$ cat src/rtl/vic_pkg.sv
package vic_pkg;
  localparam int REG_W = 32;

  typedef enum logic [1:0] {
    RA_CFG   = 2'd0,
    RA_MASK  = 2'd1,
    RA_INSVC = 2'd2,
    RA_VEC   = 2'd3
  } reg_addr_e;

  // configuration word field positions
  localparam int CFG_GIE    = 7;
  localparam int CFG_HP_LSB = 8;
  localparam int CFG_LV_LSB = 13;
  localparam int LVL_W      = 3;
  localparam int VEC_REG_W  = 16;
endpackage

$ cat src/rtl/vic_edge.sv
module vic_edge #(
  parameter int N = 32
) (
  input  logic         clk,
  input  logic         rst_n,
  input  logic [N-1:0] src_i,
  output logic [N-1:0] rise_o
);
  logic [N-1:0] prev_q;

  for (genvar k = 0; k < N; k++) begin : g_bit
    if (k == 0) begin : g_reserved
      always_ff @(posedge clk or negedge rst_n) begin
        if (!rst_n) prev_q[k] <= 1'b0;
        else        prev_q[k] <= 1'b0;
      end
      assign rise_o[k] = 1'b0;
    end else begin : g_src
      always_ff @(posedge clk or negedge rst_n) begin
        if (!rst_n) prev_q[k] <= 1'b0;
        else        prev_q[k] <= src_i[k];
      end
      assign rise_o[k] = src_i[k] & ~prev_q[k];
    end
  end
endmodule

$ cat src/rtl/vic_prio.sv
module vic_prio #(
  parameter int N  = 32,
  parameter int VW = $clog2(N)
) (
  input  logic [N-1:0]  elig_i,
  input  logic [VW-1:0] hp_i,
  output logic [VW-1:0] sel_o,
  output logic          valid_o
);
  function automatic logic [VW-1:0] top_index(input logic [N-1:0] v);
    logic [VW-1:0] idx;
    idx = '0;
    for (int i = 0; i < N; i++) begin
      if (v[i]) idx = VW'(i);
    end
    return idx;
  endfunction

  logic hp_hit;
  assign hp_hit  = elig_i[hp_i];
  assign valid_o = |elig_i;
  assign sel_o   = hp_hit ? hp_i : top_index(elig_i);
endmodule

$ cat src/rtl/vic_state.sv
module vic_state #(
  parameter int N  = 32,
  parameter int VW = $clog2(N)
) (
  input  logic          clk,
  input  logic          rst_n,
  input  logic [N-1:0]  rise_i,
  input  logic [N-1:0]  clr_i,
  input  logic          ack_i,
  input  logic          valid_i,
  input  logic [VW-1:0] sel_i,
  output logic [N-1:0]  pend_o,
  output logic [N-1:0]  insvc_o,
  output logic [VW-1:0] vec_o
);
  logic [N-1:0] take;

  for (genvar k = 0; k < N; k++) begin : g_bit
    assign take[k] = ack_i & valid_i & (sel_i == VW'(k));

    always_ff @(posedge clk or negedge rst_n) begin
      if (!rst_n)         pend_o[k] <= 1'b0;
      else if (rise_i[k]) pend_o[k] <= 1'b1;
      else if (clr_i[k])  pend_o[k] <= 1'b0;
    end

    always_ff @(posedge clk or negedge rst_n) begin
      if (!rst_n)        insvc_o[k] <= 1'b0;
      else if (clr_i[k]) insvc_o[k] <= 1'b0;
      else if (take[k])  insvc_o[k] <= 1'b1;
    end
  end

  always_ff @(posedge clk or negedge rst_n) begin
    if (!rst_n)     vec_o <= '0;
    else if (ack_i) vec_o <= valid_i ? sel_i : '0;
  end
endmodule

$ cat src/rtl/vic_irq_ctrl.sv
module vic_irq_ctrl
  import vic_pkg::*;
#(
  parameter int NSRC = 32
) (
  input  logic              clk,
  input  logic              rst_n,
  input  logic [NSRC-1:0]   src_i,
  input  logic              bus_we,
  input  logic [1:0]        bus_addr,
  input  logic [REG_W-1:0]  bus_wdata,
  output logic [REG_W-1:0]  bus_rdata,
  output logic              irq_o,
  output logic [LVL_W-1:0]  irq_lvl_o
);
  localparam int VW      = $clog2(NSRC);
  localparam int VEC_LSB = VEC_REG_W - VW;

  logic             gie;
  logic [VW-1:0]    hp;
  logic [LVL_W-1:0] lvl;
  logic [NSRC-1:0]  mask_q;
  logic [NSRC-1:0]  rise, pend, insvc, elig, clr_bits;
  logic [VW-1:0]    sel_vec, vec_q;
  logic             sel_valid, ack_evt;

  assign ack_evt  = bus_we && (bus_addr == RA_VEC) && bus_wdata[0];
  assign clr_bits = (bus_we && (bus_addr == RA_INSVC)) ? bus_wdata[NSRC-1:0] : '0;

  always_ff @(posedge clk or negedge rst_n) begin
    if (!rst_n) begin
      gie    <= 1'b0;
      hp     <= '0;
      lvl    <= '0;
      mask_q <= '0;
    end else if (bus_we) begin
      if (bus_addr == RA_CFG) begin
        gie <= bus_wdata[CFG_GIE];
        hp  <= bus_wdata[CFG_HP_LSB +: VW];
        lvl <= bus_wdata[CFG_LV_LSB +: LVL_W];
      end
      if (bus_addr == RA_MASK) mask_q <= bus_wdata[NSRC-1:0];
    end
  end

  vic_edge #(.N(NSRC)) i_edge (
    .clk(clk), .rst_n(rst_n), .src_i(src_i), .rise_o(rise)
  );

  assign elig = pend & mask_q & ~insvc & ~NSRC'(1);

  vic_prio #(.N(NSRC), .VW(VW)) i_prio (
    .elig_i(elig), .hp_i(hp), .sel_o(sel_vec), .valid_o(sel_valid)
  );

  vic_state #(.N(NSRC), .VW(VW)) i_state (
    .clk(clk), .rst_n(rst_n), .rise_i(rise), .clr_i(clr_bits),
    .ack_i(ack_evt), .valid_i(sel_valid), .sel_i(sel_vec),
    .pend_o(pend), .insvc_o(insvc), .vec_o(vec_q)
  );

  assign irq_o     = gie & sel_valid;
  assign irq_lvl_o = lvl;

  always_comb begin
    bus_rdata = '0;
    case (bus_addr)
      RA_CFG: begin
        bus_rdata[CFG_GIE]              = gie;
        bus_rdata[CFG_HP_LSB +: VW]     = hp;
        bus_rdata[CFG_LV_LSB +: LVL_W]  = lvl;
      end
      RA_MASK:  bus_rdata[NSRC-1:0] = mask_q;
      RA_INSVC: bus_rdata[NSRC-1:0] = insvc;
      default:  bus_rdata[VEC_LSB +: VW] = vec_q;
    endcase
  end
endmodule

$ cat config.mk
export PLATFORM = sky130hd
export DESIGN_NAME = vic_irq_ctrl
export DESIGN_NICKNAME = d
export VERILOG_FILES = /design/src/rtl/vic_pkg.sv /design/src/rtl/vic_edge.sv /design/src/rtl/vic_prio.sv /design/src/rtl/vic_state.sv /design/src/rtl/vic_irq_ctrl.sv
export SDC_FILE = /design/constraint.sdc
export NUM_CORES = 1
export LEC_CHECK = 0
export ABC_AREA = 1
export BUFFER_PORTS_ARGS = -buffer_cell sky130_fd_sc_hd__buf_2
export CAP_MARGIN = 10
export CORE_MARGIN = 3
export CORE_UTILIZATION = 30
export CTS_CLUSTER_DIAMETER = 120
export CTS_CLUSTER_SIZE = 24
export DETAILED_ROUTE_END_ITERATION = 6
export PLACE_DENSITY = 0.48
export SLEW_MARGIN = 20
export SYNTH_ARGS = -nofsm -noshare
export SYNTH_HDL_FRONTEND = slang
export SYNTH_SLANG_ARGS = --single-unit
$ cat constraint.sdc
create_clock -name clk -period 3.6 [get_ports clk]
set_input_delay 0.36 -clock clk [delete_from_list [all_inputs] [get_ports clk]]
set_output_delay 0.36 -clock clk [all_outputs]
set_load 0.02 [all_outputs]
After elaboration in Yosys (flattened, before gate mapping). Cells that the tools add are included.

Bits in registers: 140. Bits in latches: 0. Bits in writable memories: 0. Bits in read-only memories: 0. Input port bits: 69. Output and inout port bits: 36. Logic and storage cells: 470. Memories: 0.

Add/subtract/negate cells: 0. Multiply operators: 0. Div/mod/pow operators: 0. Order comparisons: 1. Equal/unequal tests: 34. Shift-type cells: 0. Mux-type cells: 166. Bitwise logic cells: 99. Reductions and logical operators: 71.

Operators by type and width (number): two-way mux 1 bit (128); nonzero test 2 bit (63); two-way mux 5 bit (18); == test 5 bit, second input constant (16); bitwise AND 1 bit (65); bitwise AND 32 bit (2); == test 5 x 4 -> 1 bit, second input constant (8); two-way mux 32 bit (1); two-way mux 4 bit (8); inverter 32 bit (1); one-hot mux 16 bit (2 select lines) (1); inverter 1 bit (31); OR reduction 31 bit (1); == test 5 x 3 -> 1 bit, second input constant (4); one-hot mux 5 bit (3 select lines) (1); one-hot mux 7 bit (2 select lines) (1); two-way mux 3 bit (4); one-hot mux 4 bit (3 select lines) (1); == test 5 x 2 -> 1 bit, second input constant (2); less-than comparator 5 x 6 -> 1 bit, second input constant (1); binary-select mux 1 bit (select 5 bit) (1); == test 5 x 1 -> 1 bit, second input constant (1); logical NOT 5 bit (1); == test 2 bit, second input constant (2); 5 further kinds (9).

Depth between registers and ports, before layout. Gate-level depths: netlist of run 1.

Depth after elaboration: 38. Depth in mapped cells: 34. Gate-level depth less buffers: 34.

Hierarchy. A second synthesis of run 1 with hierarchy kept.

Cell total of the unflattened synthesis: 955. Area total of the unflattened synthesis: 7231.9 um^2.

Modules (own cells, without submodules): vic_state (instances 1, cells each 268, area each 2763.9 um^2); vic_irq_ctrl (instances 1, cells each 421, area each 2613.8 um^2); vic_edge (instances 1, cells each 95, area each 1097.3 um^2); vic_prio (instances 1, cells each 171, area each 757.0 um^2).

Worst setup path before layout of run 1. OpenSTA, ideal clock, no wires.

Kind: register to register. Start: register i_state.insvc_o[2]. End: register i_state.insvc_o[30]. Arrival time: 2205 ps. Data required time: 3523 ps. Path slack: 1318 ps. Stages on the path, launching flop included: 35. Period minus slack after synthesis: 2282 ps. Cells stage by stage: dfrtp_1 > inv_1 > nand3_1 > nand2_1 > nand2_1 > nand2_1 > nand2_1 > nand2_1 > nand2_1 > nand2_1 > nand2_1 > nand2_1 > nand2_1 > nand2_1 > nand2_1 > nand2_1 > nand2_1 > nand2_1 > nand2_1 > nand2_1 > nand2_1 > nand2_1 > nand2_1 > nand2_1 > nand2_1 > nand2_1 > nand2_1 > nand2_1 > nand2_1 > nand2_2 > nand2_4 > nand2_4 > buf_8 > nand4_1 > a21oi_1.

Cells in the longest elaborated chain, start to end: 36. Elaborated cells between the ends (all ways): 40. Those cells by class: eq/ne (1); mux (33); bitwise (4); reduce/logical (2).

Ends and longest elaborated chain: start: declaration (line vic_state.sv:13) `output logic [N-1:0] insvc_o,`; start signal: indexed assignment (line vic_state.sv:28) `if (!rst_n) insvc_o[k] <= 1'b0;`; start signal: indexed assignment (line vic_state.sv:29) `else if (clr_i[k]) insvc_o[k] <= 1'b0;`; start signal: indexed assignment (line vic_state.sv:30) `else if (take[k]) insvc_o[k] <= 1'b1;`; inverter 32 bit * (line vic_irq_ctrl.sv:50) `assign elig = pend & mask_q & ~insvc & ~NSRC'(1);`; bitwise AND 32 bit * (line vic_irq_ctrl.sv:50); two-way mux 2 bit (2 in series) (line vic_prio.sv:14) `if (v[i]) idx = VW'(i);`; two-way mux 3 bit (4 in series) (line vic_prio.sv:14); two-way mux 4 bit (8 in series) (line vic_prio.sv:14); two-way mux 5 bit (16 in series) (line vic_prio.sv:14); two-way mux 5 bit (line vic_prio.sv:22) `assign sel_o = hp_hit ? hp_i : top_index(elig_i);`; == test 5 bit (line vic_state.sv:19) `assign take[k] = ack_i & valid_i & (sel_i == VW'(k));`; bitwise AND 1 bit * (line vic_state.sv:19); nonzero test 2 bit (no line) *.

Mark *: on every way between the ends. The rest lies on a longest branch, timed or not. The select of a mux whose other input is x is not followed. A chain may end at the register's enable or synchronous reset.

Worst setup path in the final report of run 1.
Start: register hp[0]. End: register i_state.insvc_o[10].

Cells in the longest elaborated chain, start to end: 6.

Ends and longest elaborated chain: start: declaration (line vic_irq_ctrl.sv:20) `logic [VW-1:0] hp;`; start signal: assignment (line vic_irq_ctrl.sv:39) `hp <= bus_wdata[CFG_HP_LSB +: VW];`; binary-select mux 1 bit (select 5 bit) (line vic_prio.sv:20) `assign hp_hit = elig_i[hp_i];`; two-way mux 1 bit (not written as such) (line vic_prio.sv:20); two-way mux 5 bit * (line vic_prio.sv:22); == test 5 x 4 -> 1 bit * (line vic_state.sv:19); bitwise AND 1 bit * (line vic_state.sv:19); nonzero test 2 bit (no line) *.

Marks and branches as above.

==> impl_results.md, run 1 <==
- CP dominant cell by count: nand3_1
- Synthesized flop and latch total: 140
- Cell-by-cell trace of the critical path: inv_1 > buf_4 > a21oi_1 > o21ai_0 > o2111ai_1 > nand3_1 > a21o_1 > nand2_2 > inv_2 > nand3_1 > nand2_1 > nand3_1 > inv_1 > nand4_1 > a21oi_1
- DIE WIDTH: ~160 um
- Drt pass-1 iters: 4
- Pleak: 0.00423 uW
- Initial DRC count: 412
- NumNets Final: 1048
- Total power: 5070 uW
- Die height: ~160 um
- Synth top area cells: dfrtp_1 52%, nand2_1 9.3%, inv_1 8.4%
- Clock Skew: 12.1 ps
- Global placement routability congestion: 0.920
- Unique masters post-synth: 31
- Fin crit share: 0.854
- Max-slew headroom: 0.404
- Mapped Cells: 867
- CP peak stage delay: 460 ps
- Max-cap violations: 0
- Required @ worst endpoint: a little under 4000 ps
- Cell depth of the worst setup path: 15
- Post CTS Setup Buffer Count: 0
- Crit path max fanout: 15
- Fin. Hold Viols: 0
- Layout cell share with drive strength beyond 1: 0.161
- Crit-path slowest cell: dfrtp_1
- Root buffer cell: clkbuf_16
- First-pass GRT wire length: 32.5 mm
- Core Region: 22000 um^2
- Initial antenna violation count: 0
- Post-synthesis sequential area ratio: 0.516
- Post-Synth Adder-Cell Area: 0.00922
- Top cell type by total area after synthesis: dfrtp_1
- Crit Path Class: flip-flop to flip-flop
- Cell Pwr Density: 611 nW/um^2
- R2R cell count: 15
- Final TNS setup: 0 ps
- CTS tree: built
- Largest net degree at the start of global routing: between 60 and 70
- H-Tree Depth: 4
- Xor and xnor fraction of the mapped netlist area: 0
- Area Growth Syn to Fin: 22.3%
- Worst hold path type: input pin to flip-flop
- Initial Util: 0.308
- Post-synthesis mux area share: 0
- Largest family of logic cells by synthesized area: simple AND/OR/NAND/NOR gates
- Critical path buffers and inverters: 4
- Vias in the first global route: slightly below 6000
- Num Clock Sinks: 140
- Detailed Place HPWL: roughly 15 mm
- Crit-path leading delay family: buffers and inverters
- Placed Area: 7650 um^2
- Synth Warn #: 0
- CTS Buf Count: 17
- Commonest non-fill, non-tap cells in the layout: 167 x nand2_1, 151 x inv_1, 140 x dfrtp_1
- Post-synth top area share: 0.516
- Most common cell after layout, fill and taps aside: nand2_1
- Buffers on Ports: 103
- Slew Viols, Final: 0
- Avg Cell Area, Syn: between 7 and 8 um^2
- Io pins: 105
- Clock latency on the worst-skew pair: 430 ps
- Crit end category: flip-flop
- Max Root-Sink Buffers: 2
- Fmax: 0.325 GHz
- Layout fillers: 2372
- Syn_nets: 941
- Synth Cell Area: 6790 um^2
- Detail Route Antenna Nets: 0
- Hold path cells: 1
- Final instance area: around 8300 um^2
- Row Count: between 50 and 60
- GRT overflow: 0
- Reg clk slew, reported paths: 70 ps
- Setup violations, final: 0
- Ant diodes: 0
- Peak VDD IR: ~0.34 mV
- Routed WL: 20.4 mm
- Data arrival, critical path: 3420 ps
- Slew @ Worst Pin: 894 ps
- Vias: between 6000 and 7000
- Status: complete, no violations
- Fraction of the mapped netlist area in simple logic gates: 0.217
- Final routed DRC violation total: 0
- Die Area: 24500 um^2
- Total Routing Usage GR: 0.172
- Compound-Gate Fraction of Synth Area: 0.154
- DR WL/cell: between 15 and 20 um
- Kind of start point of the critical path: flip-flop
- Via density: between 4 and 5
- Fin crit period: 3070 ps
- RSZ-0062 raised after global routing: no
[worst reg2reg max path, delay by kind of cell, from the launching register on]
family | cells | cell delay, ps
buffers and inverters | 4 | 1070
and+or+nand+nor | 6 | 890
AOI/OAI and AO/OA | 5 | 590
DFF | 1 | 460
[final timing paths]
| kind | start | endpoint | slack, ps |
|---|---|---|---|
| min | src_i[21] | i_edge.prev_q[21]$_DFF_PN0_ | 50 |
| min in group asynchronous | rst_n | irq_lvl_o[0]$_DFFE_PN0P_ | 500 |
| max in group asynchronous | rst_n | i_state.insvc_o[21]$_DFFE_PN0P_ | 2320 |
| max | hp[0]$_DFFE_PN0P_ | i_state.insvc_o[10]$_DFFE_PN0P_ | 530 |
| max reg2reg | hp[0]$_DFFE_PN0P_ | i_state.insvc_o[10]$_DFFE_PN0P_ | 530 |
| min reg2reg | i_edge.prev_q[2]$_DFF_PN0_ | i_state.pend_o[2]$_DFFE_PN0P_ | 410 |
[layer usage]
metal  share of wire  wire, um  vias up  track usage
met3           0.040       820       18       0.0326
met1            0.48      9790     2900        0.242
met2            0.46      9430      139        0.271
met5               0         0        -            0
met4           0.016       333        0       0.0525
li1                -         -     3012            -
[where the power goes]
group          internal (uW)  switching (uW)  total (uW)
sequential              1780             137        1910
combinational            378             833        1210
clock                   1230             714        1950
total                   3390            1680        5070
[logic make-up after synthesis]
kind of cell / after synthesis
simple gates: 349
compound gates: 190
buf+inv: 183
flops: 140
fa+ha+maj: 5
[cells in the mapped netlist, drive strengths merged]
cell type and n:
nand2 173, inv 154, dfrtp 140, o21ai 98, nor2 97, a21oi 54, nand3 32, nand4 29
clkbuf 21, nor3 17, o22ai 15, buf 8, o2111ai 8, ha 5, o211ai 5, a31oi 3
o31ai 2, a21boi 1, a21o 1, a221oi 1, a22oi 1, nand3b 1, o21a 1
[metrics by stage]
| stage | std cells | util | worst slack (ps) | hold slack (ps) |
|---|---|---|---|---|
| 6_report | 1266 | 0.377 | 526 | 50.2 |
| 5_1_grt | 1266 | 0.377 | 205 | 32.0 |
| 4_1_cts | 1266 | 0.377 | 550 | 29.2 |
| 3_5_place_dp | 1234 | 0.347 | 574 | 409 |
| 3_3_place_gp | 1234 | 0.347 | 587 | 401 |
| 2_1_floorplan | 867 | - | 1320 | 64.4 |
[area by class of cell]
class | instances | area [um^2] | area share
Sequential cell | 140 | 3500 | 0.422
Clock buffer | 18 | 429 | 0.0517
Tap cell | 280 | 350 | 0.0422
Clock inverter | 13 | 215 | 0.0259
Inverter | 154 | 578 | 0.0696
Timing Repair Buffer | 117 | 642 | 0.0773
Multi-Input combinational cell | 544 | 2580 | 0.311
[sequential cells by signal, summed over array words and instances, names as in the netlist]
register         count
gie                  1
mask_q              32
i_edge.prev_q       31
hp                   5
i_state.insvc_o     32
i_state.vec_o        5
irq_lvl_o            3
i_state.pend_o      31
[repair_timing]
item | CTS | global route
gates resized for setup | 0 | 0
hold endpoints to repair | 65 | 0
hold buffers | 1 | 0
(Power assumes the default switching activity.)
==> run 2, diff against run 1 <==
--- a/config.mk
+++ b/config.mk
@@ -9,12 +9,11 @@
 export BUFFER_PORTS_ARGS = -buffer_cell sky130_fd_sc_hd__buf_2
 export CAP_MARGIN = 10
 export CORE_MARGIN = 3
-export CORE_UTILIZATION = 30
+export CORE_UTILIZATION = 61
 export CTS_CLUSTER_DIAMETER = 120
 export CTS_CLUSTER_SIZE = 24
 export DETAILED_ROUTE_END_ITERATION = 6
-export PLACE_DENSITY = 0.48
-export SLEW_MARGIN = 20
+export PLACE_DENSITY = 0.85
 export SYNTH_ARGS = -nofsm -noshare
 export SYNTH_HDL_FRONTEND = slang
 export SYNTH_SLANG_ARGS = --single-unit
==> constraint.sdc (replaced) <==
create_clock -name clk -period 3.94 [get_ports clk]
set_input_delay 0.394 -clock clk [delete_from_list [all_inputs] [get_ports clk]]
set_output_delay 0.394 -clock clk [all_outputs]
set_load 0.02 [all_outputs]
==> impl_results.md, run 2 (synthesized netlist as in run 1, its figures left out) <==
- Reg clk slew, reported paths: 70 ps (about the same)
- Die height: 111 um (-29%)
- Area Growth Syn to Fin: 23.8%
- Routed WL: 21.0 mm (+3.0%)
- RSZ-0062 raised after global routing: no
- Pleak: 0.00435 uW (+2.8%)
- Commonest non-fill, non-tap cells in the layout: 168 x nand2_1, 151 x inv_1, 140 x dfrtp_1
- Total Routing Usage GR: 0.351 (+0.179)
- Crit path max fanout: 21 (+6)
- Worst hold path type: input pin to flip-flop
- Clock latency on the worst-skew pair: 540 ps (+110 ps)
- Clock Skew: 10.0 ps (-2.12 ps)
- Max Root-Sink Buffers: 2 (unchanged)
- Layout cell share with drive strength beyond 1: 0.155 (-0.00673)
- Layout fillers: 680 (-71%)
- Initial DRC count: 887 (+120%)
- Reg area: 3500 um^2 (unchanged)
- Num Clock Sinks: 140 (unchanged)
- Pre-CTS setup slack: 943 ps (+368 ps)
- Peak VDD IR: 0.644 mV (+92%)
- Final worst slack: 774 ps (+249 ps)
- Setup violations, final: 0 (unchanged)
- Ant diodes: 0 (unchanged)
- Largest net degree at the start of global routing: 79 (+16%)
- Fin crit period: 3170 ps (+91.1 ps)
- Vias: 6651 (+9.6%)
- Global placement routability congestion: 0.991 (+7.7%)
- Crit-path slowest cell: inv_1
- Cell-by-cell trace of the critical path: inv_1 > a21oi_1 > o21ai_0 > o2111ai_1 > nand3_1 > nand2_1 > nand2_1 > nand2_2 > inv_2 > nand3_1 > nand2_1 > nand3_1 > inv_1 > nand4_1 > a21oi_1
- Post_cts resized: 0 (unchanged)
- Crit end category: flip-flop
- Final routed DRC violation total: 0 (unchanged)
- Detail Route Antenna Nets: 0 (unchanged)
- Max-slew headroom: 0.357 (-0.0463)
- Core Region: 10600 um^2 (-52%)
- Hold_buf cts: 32 (+31)
- Buffers on Ports: 103 (unchanged)
- Max-cap violations: 0 (unchanged)
- Row Count: 37 (-31%)
- CTS Buf Count: 17 (unchanged)
- Io pins: 105 (unchanged)
- GRT overflow: 0 (unchanged)
- Root buffer cell: clkbuf_8
- Cell Pwr Density: 560 nW/um^2 (-8.4%)
- Initial Util: 0.643 (+0.335)
- Required @ worst endpoint: 4400 ps (+450 ps)
- Drt pass-1 iters: 6 (+2)
- End of the worst hold path: mask_q[19]$_DFFE_PN0P_
- Kind of start point of the critical path: flip-flop
- Final TNS setup: 0 ps (unchanged)
- First-pass GRT wire length: 34.1 mm (+4.9%)
- Most common cell after layout, fill and taps aside: nand2_1
- Fin. Hold Viols: 0 (unchanged)
- Slew @ Worst Pin: 963 ps (+69.4 ps)
- Via density: 5.77 (+20%)
- DR WL/cell: 18.2 um (+13%)
- Die Area: 12400 um^2 (-49%)
- DIE WIDTH: 111 um (-29%)
- Crit Path Class: flip-flop to flip-flop
- Post CTS Setup Buffer Count: 0 (unchanged)
- Initial antenna violation count: 0 (unchanged)
- Slew Viols, Final: 0 (unchanged)
- NumNets Final: 1077 (+2.8%)
- CP peak stage delay: 520 ps (+60 ps)
- Critical R2R Launch: hp[0]$_DFFE_PN0P_
- Vias in the first global route: 6634 (+13%)
- Worst r2r dst: i_state.insvc_o[4]$_DFFE_PN0P_
- Hold WS: 136 ps (+86.2 ps)
- Status: complete, no violations
- Hold path start: bus_wdata[19]
- Largest regs: i_state.insvc_o x32, mask_q x32
- Fin crit share: 0.803 (-0.0506)
- Hold path cells: 3 (+2)
- CTS tree: built
- Multi-input gate area: 2580 um^2 (about the same)
- Data arrival, critical path: 3630 ps (+210 ps)
- Detailed Place HPWL: 13.0 mm (-13%)
- Flop-to-flop setup slack: 770 ps (+250 ps)
- Fmax: 0.316 GHz (-2.9%)
- H-Tree Depth: 4 (unchanged)
- R2R cell count: 15 (unchanged)
==> run 2: cell count changes in the layout (fill, tap and decap cells not counted), sizes merged <==
cell / previous run / this run
buf: 116 / 114
clkinvlp: 1 / 2
inv: 157 / 154
dlygate4sd3: 1 / 32
clkbuf: 18 / 21
==> run 2: how the worst max path moves through the flow <==
| stage | from | to | slack (ps) | depth (start not counted) |
|---|---|---|---|---|
| finish | hp[0]$_DFFE_PN0P_ | i_state.insvc_o[4]$_DFFE_PN0P_ | 770 | 15 |
| global route | mask_q[1]$_DFFE_PN0P_ | i_state.insvc_o[7]$_DFFE_PN0P_ | 350 | 34 |
| CTS | hp[0]$_DFFE_PN0P_ | i_state.insvc_o[4]$_DFFE_PN0P_ | 890 | 15 |
| detailed placement | hp[0]$_DFFE_PN0P_ | i_state.insvc_o[19]$_DFFE_PN0P_ | 940 | 17 |
| global placement | hp[0]$_DFFE_PN0P_ | i_state.insvc_o[10]$_DFFE_PN0P_ | 920 | 15 |
| floorplan | i_state.insvc_o[2]$_DFFE_PN0P_ | i_state.insvc_o[30]$_DFFE_PN0P_ | 1660 | 34 |
==> run 2: stage by stage <==
step | utilization | std cells | area, um^2 | total power (uW)
detailed placement | 0.705 | 1088 | 7440 | 2880
finish | 0.796 | 1152 | 8410 | 4710
global placement | 0.705 | 1088 | 7440 | 2860
CTS | 0.796 | 1152 | 8410 | 4660
floorplan | - | 867 | 6790 | 2510
global route | 0.796 | 1152 | 8410 | 4930
==> run 2: per-layer routing <==
layer | part of all wire | global-route usage | routed length (um) | up-vias
li1 | - | - | - | 3075
met1 | 0.39 | 0.443 | 8120 | 3151
met2 | 0.48 | 0.570 | 10100 | 364
met3 | 0.093 | 0.0940 | 1940 | 61
met4 | 0.037 | 0.162 | 782 | 0
met5 | 0 | 0 | 0 | -
==> run 2: layout make-up <==
cell class	instances	share of cell area
clock buffer	21	0.0546
clock inverter	11	0.0225
inverter	154	0.0688
multi-input combinational	544	0.307
sequential	140	0.417
tap	136	0.0202
timing repair buffer	146	0.110
==> run 2: worst max-delay path, delay by kind of cell, from the launching register on <==
family	cells	cell delay, ps
buffers and inverters	3	1010
AND/OR/NAND/NOR	8	1000
AO/OA/AOI/OAI	4	600
flip-flops	1	470
==> run 2: where the power goes <==
group | switching, uW | internal [uW] | total, uW
clock network | 621 | 1140 | 1760
logic | 819 | 369 | 1190
registers | 130 | 1620 | 1750
total | 1570 | 3130 | 4710
==> run 3, diff against run 2 <==
--- a/config.mk
+++ b/config.mk
@@ -5,15 +5,15 @@
 export SDC_FILE = /design/constraint.sdc
 export NUM_CORES = 1
 export LEC_CHECK = 0
-export ABC_AREA = 1
+export ABC_AREA = 0
 export BUFFER_PORTS_ARGS = -buffer_cell sky130_fd_sc_hd__buf_2
 export CAP_MARGIN = 10
 export CORE_MARGIN = 3
-export CORE_UTILIZATION = 61
+export CORE_UTILIZATION = 52
 export CTS_CLUSTER_DIAMETER = 120
 export CTS_CLUSTER_SIZE = 24
 export DETAILED_ROUTE_END_ITERATION = 6
-export PLACE_DENSITY = 0.85
+export PLACE_DENSITY = 0.77
 export SYNTH_ARGS = -nofsm -noshare
 export SYNTH_HDL_FRONTEND = slang
 export SYNTH_SLANG_ARGS = --single-unit
==> constraint.sdc (replaced) <==
create_clock -name clk -period 2.8 [get_ports clk]
set_input_delay 0.28 -clock clk [delete_from_list [all_inputs] [get_ports clk]]
set_output_delay 0.28 -clock clk [all_outputs]
set_load 0.02 [all_outputs]
==> impl_results.md, run 3 <==
- Total Routing Usage GR: 0.274 (-0.0773)
- Clock Skew: 11.2 ps (+1.24 ps)
- Worst r2r dst: i_state.insvc_o[15]$_DFFE_PN0P_
- Slew Viols, Final: 0 (unchanged)
- Area Growth Syn to Fin: 30.3%
- DR WL/cell: 18.9 um (+3.6%)
- Final routed DRC violation total: 0 (unchanged)
- Global placement routability congestion: 0.901 (-9.1%)
- Detail Route Antenna Nets: 0 (unchanged)
- Status: complete, no violations
- Hold path start: bus_wdata[3]
- Cell Pwr Density: 778 nW/um^2 (+39%)
- Unique masters post-synth: 60 (+94%)
- Synth Warn #: 0 (unchanged)
- Synth top area cells: dfrtp_1 51%, mux2_2 7.2%, nand2_1 5.2%
- First-pass GRT wire length: 31.1 mm (-8.7%)
- Fin. Hold Viols: 0 (unchanged)
- Syn_nets: 744 (-21%)
- Root buffer cell: clkbuf_16
- Crit Path Class: flip-flop to output port
- Post-Synth Adder-Cell Area: 0.00908 (-0.000139)
- Slew @ Worst Pin: 806 ps (-157 ps)
- GRT overflow: 0 (unchanged)
- Largest family of logic cells by synthesized area: simple AND/OR/NAND/NOR gates
- Finished Layout Cells: 1037 (-10%)
- End point of the critical path: irq_o
- Layout cell share with drive strength beyond 1: 0.313 (+0.159)
- Initial antenna violation count: 1 (+1)
- Data arrival, critical path: 2480 ps (-1150 ps)
- Number of flops mapped to enable cells by yosys: 0 (unchanged)
- Top cell type by total area after synthesis: dfrtp_1
- Vias: 5969 (-10%)
- Final TNS setup: 0 ps (unchanged)
- H-Tree Depth: 4 (unchanged)
- Worst hold path type: input pin to flip-flop
- Post-Place Cells: 963 (-11%)
- M2 GR Usage: 0.453 (-0.117)
- Io pins: 105 (unchanged)
- Compound-Gate Fraction of Synth Area: 0.145 (-0.00831)
- Flop-to-flop setup slack: 60 ps (-710 ps)
- Largest regs: i_state.insvc_o x32, mask_q x32
- Critical R2R Launch: mask_q[3]$_DFFE_PN0P_
- Xor and xnor fraction of the mapped netlist area: 0 (unchanged)
- Initial DRC count: 585 (-34%)
- Buffers on Ports: 103 (unchanged)
- Core Util, Final: 0.703 (-0.0932)
- Hold WS: 102 ps (-34.8 ps)
- Vias in the first global route: 6173 (-6.9%)
- Clock latency on the worst-skew pair: 430 ps (-110 ps)
- Row Count: 41 (+11%)
- Max-slew headroom: 0.463 (+0.105)
- Max-cap violations: 0 (unchanged)
- Detailed Place HPWL: 13.8 mm (+6.1%)
- Fin crit share: 0.984
- Grt met3 use: 0.0629 (-0.0311)
- Busiest grt layer: met2
- Crit end category: output port
- Commonest non-fill, non-tap cells in the layout: 137 x dfrtp_1, 101 x buf_2, 94 x nand2_1
- Setup violations, final: 0 (unchanged)
- DIE WIDTH: 121 um (+8.6%)
- CTS tree: built
- Synthesized flop and latch total: 140 (unchanged)
- Worst Setup SP: mask_q[28]$_DFFE_PN0P_
- Num Clock Sinks: 140 (unchanged)
- Core Region: 12800 um^2 (+21%)
- Ant diodes: 0 (unchanged)
- Post-synthesis mux area share: 0.0944 (+0.0944)
- Pleak: 0.00418 uW (-3.8%)
- Most common cell in the netlist: dfrtp_1
- Max Root-Sink Buffers: 2 (unchanged)
- Post-synthesis sequential area ratio: 0.508 (-0.00778)
- Die height: 121 um (+8.6%)
- Avg Cell Area, Syn: 10.3 um^2 (+31%)
- Crit path max fanout: 2 (-90%)
- Most common cell after layout, fill and taps aside: dfrtp_1
- Routed WL: 19.6 mm (-6.7%)
- CTS Buf Count: 17 (unchanged)
- Via density: 5.76 (-0.30%)
- Fin crit period: approximately 2800 ps
- Fmax: 0.363 GHz
- Post-synth top area share: 0.508 (-0.00778)
- Routing usage on met1: 0.351 (-0.0926)
- Ys async rst share: 1.00 (unchanged)
- Drt pass-1 iters: 5 (-1)
- Die Area: 14700 um^2 (+18%)
- Required @ worst endpoint: 2520 ps (-1880 ps)
- NumNets Final: 926 (-14%)
- Reg clk slew, reported paths: 60 ps (about the same)
- Largest net degree at the start of global routing: 87 (+10%)
- Kind of start point of the critical path: flip-flop
- Synth top cells by count: 140 x dfrtp_1, 95 x nand2_1, 52 x o21ai_0, 44 x mux2_2, 43 x inv_1
- Dominant synthesized flop cell: dfrtp_1
- R2R cell count: 9 (-6)
- Initial Util: 0.540 (-0.104)
- Mapped Cells: 670 (-23%)
- Synth Cell Area: 6890 um^2 (+1.5%)
- Peak VDD IR: 0.535 mV (-17%)
- Fraction of the mapped netlist area in simple logic gates: 0.198 (-0.0194)
[run 3: changes by cell type after synthesis, moves of 28 or more]
cell and delta:
mux2_2 +44, nand2_1 -73, nor2b_1 +28, a21oi_1 -47
nor2_1 -74, o21ai_0 -44, inv_1 -108
[run 3: routing by layer]
layer / share of wire / up-vias / wire length, um
li1: - / 2746 / -
met2: 0.49 / 202 / 9680
met5: 0 / - / 0
met4: 0.020 / 0 / 401
met3: 0.052 / 31 / 1010
met1: 0.43 / 2990 / 8470
[run 3: cell type report]
type,count,area (um^2)
Fill cell,946,3790
Sequential cell,140,3510
Multi-Input combinational cell,457,3200
Timing Repair Buffer,193,1300
Clock buffer,22,464
Tap cell,172,215
Inverter,43,161
Clock inverter,10,140
[run 3: how the worst min path moves through the flow]
stage / to / slack, ps / cells after the start
2_1_floorplan: gie$_DFFE_PN0P_ / -20 / 0
3_3_place_gp: i_edge.prev_q[26]$_DFF_PN0_ / 380 / 1
3_5_place_dp: mask_q[26]$_DFFE_PN0P_ / 390 / 1
4_1_cts: mask_q[3]$_DFFE_PN0P_ / 90 / 2
5_1_grt: mask_q[25]$_DFFE_PN0P_ / 90 / 2
6_report: mask_q[3]$_DFFE_PN0P_ / 100 / 2
[run 3: worst max-delay path, stage by stage (launching register included)]
cell and delay, ps:
dfrtp_1 380, and3b_2 250, or4_4 520, or3_4 360
nor2b_4 160, nand2_4 90, and2_4 170, buf_6 120
[run 3: report_power, final]
part / total (uW) / internal, uW / switching, uW
combinational: 2190 / 985 / 1200
sequential: 2510 / 2290 / 213
clock: 2300 / 1450 / 850
[run 3: cell families after synthesis]
logic type               after synthesis
AND/OR/NAND/NOR                      249
AO/OA/AOI/OAI                        146
flip-flops                           140
buffers and inverters                 73
multiplexers                          57
adder cells (fa/ha/maj)                5
[run 3: per-stage QoR]
stage | setup WS, ps | power [uW] | cell area (um^2)
after CTS | 7.84 | 6880 | 8860
after global placement | 54.1 | 4390 | 7850
final | 43.8 | 6990 | 8980
after global routing | -4.97 | 7300 | 8980
after floorplan | 340 | 3680 | 6890
after detailed placement | -16.7 | 4450 | 7850
[run 3: timing repair]
action	in CTS	in global routing
cloned	0	0
resized for setup	9	22
buffers inserted	5	5
endpoints found under the setup margin	9	32
pin swaps	3	3
hold buffers	32	0
endpoints found under the hold margin	116	0
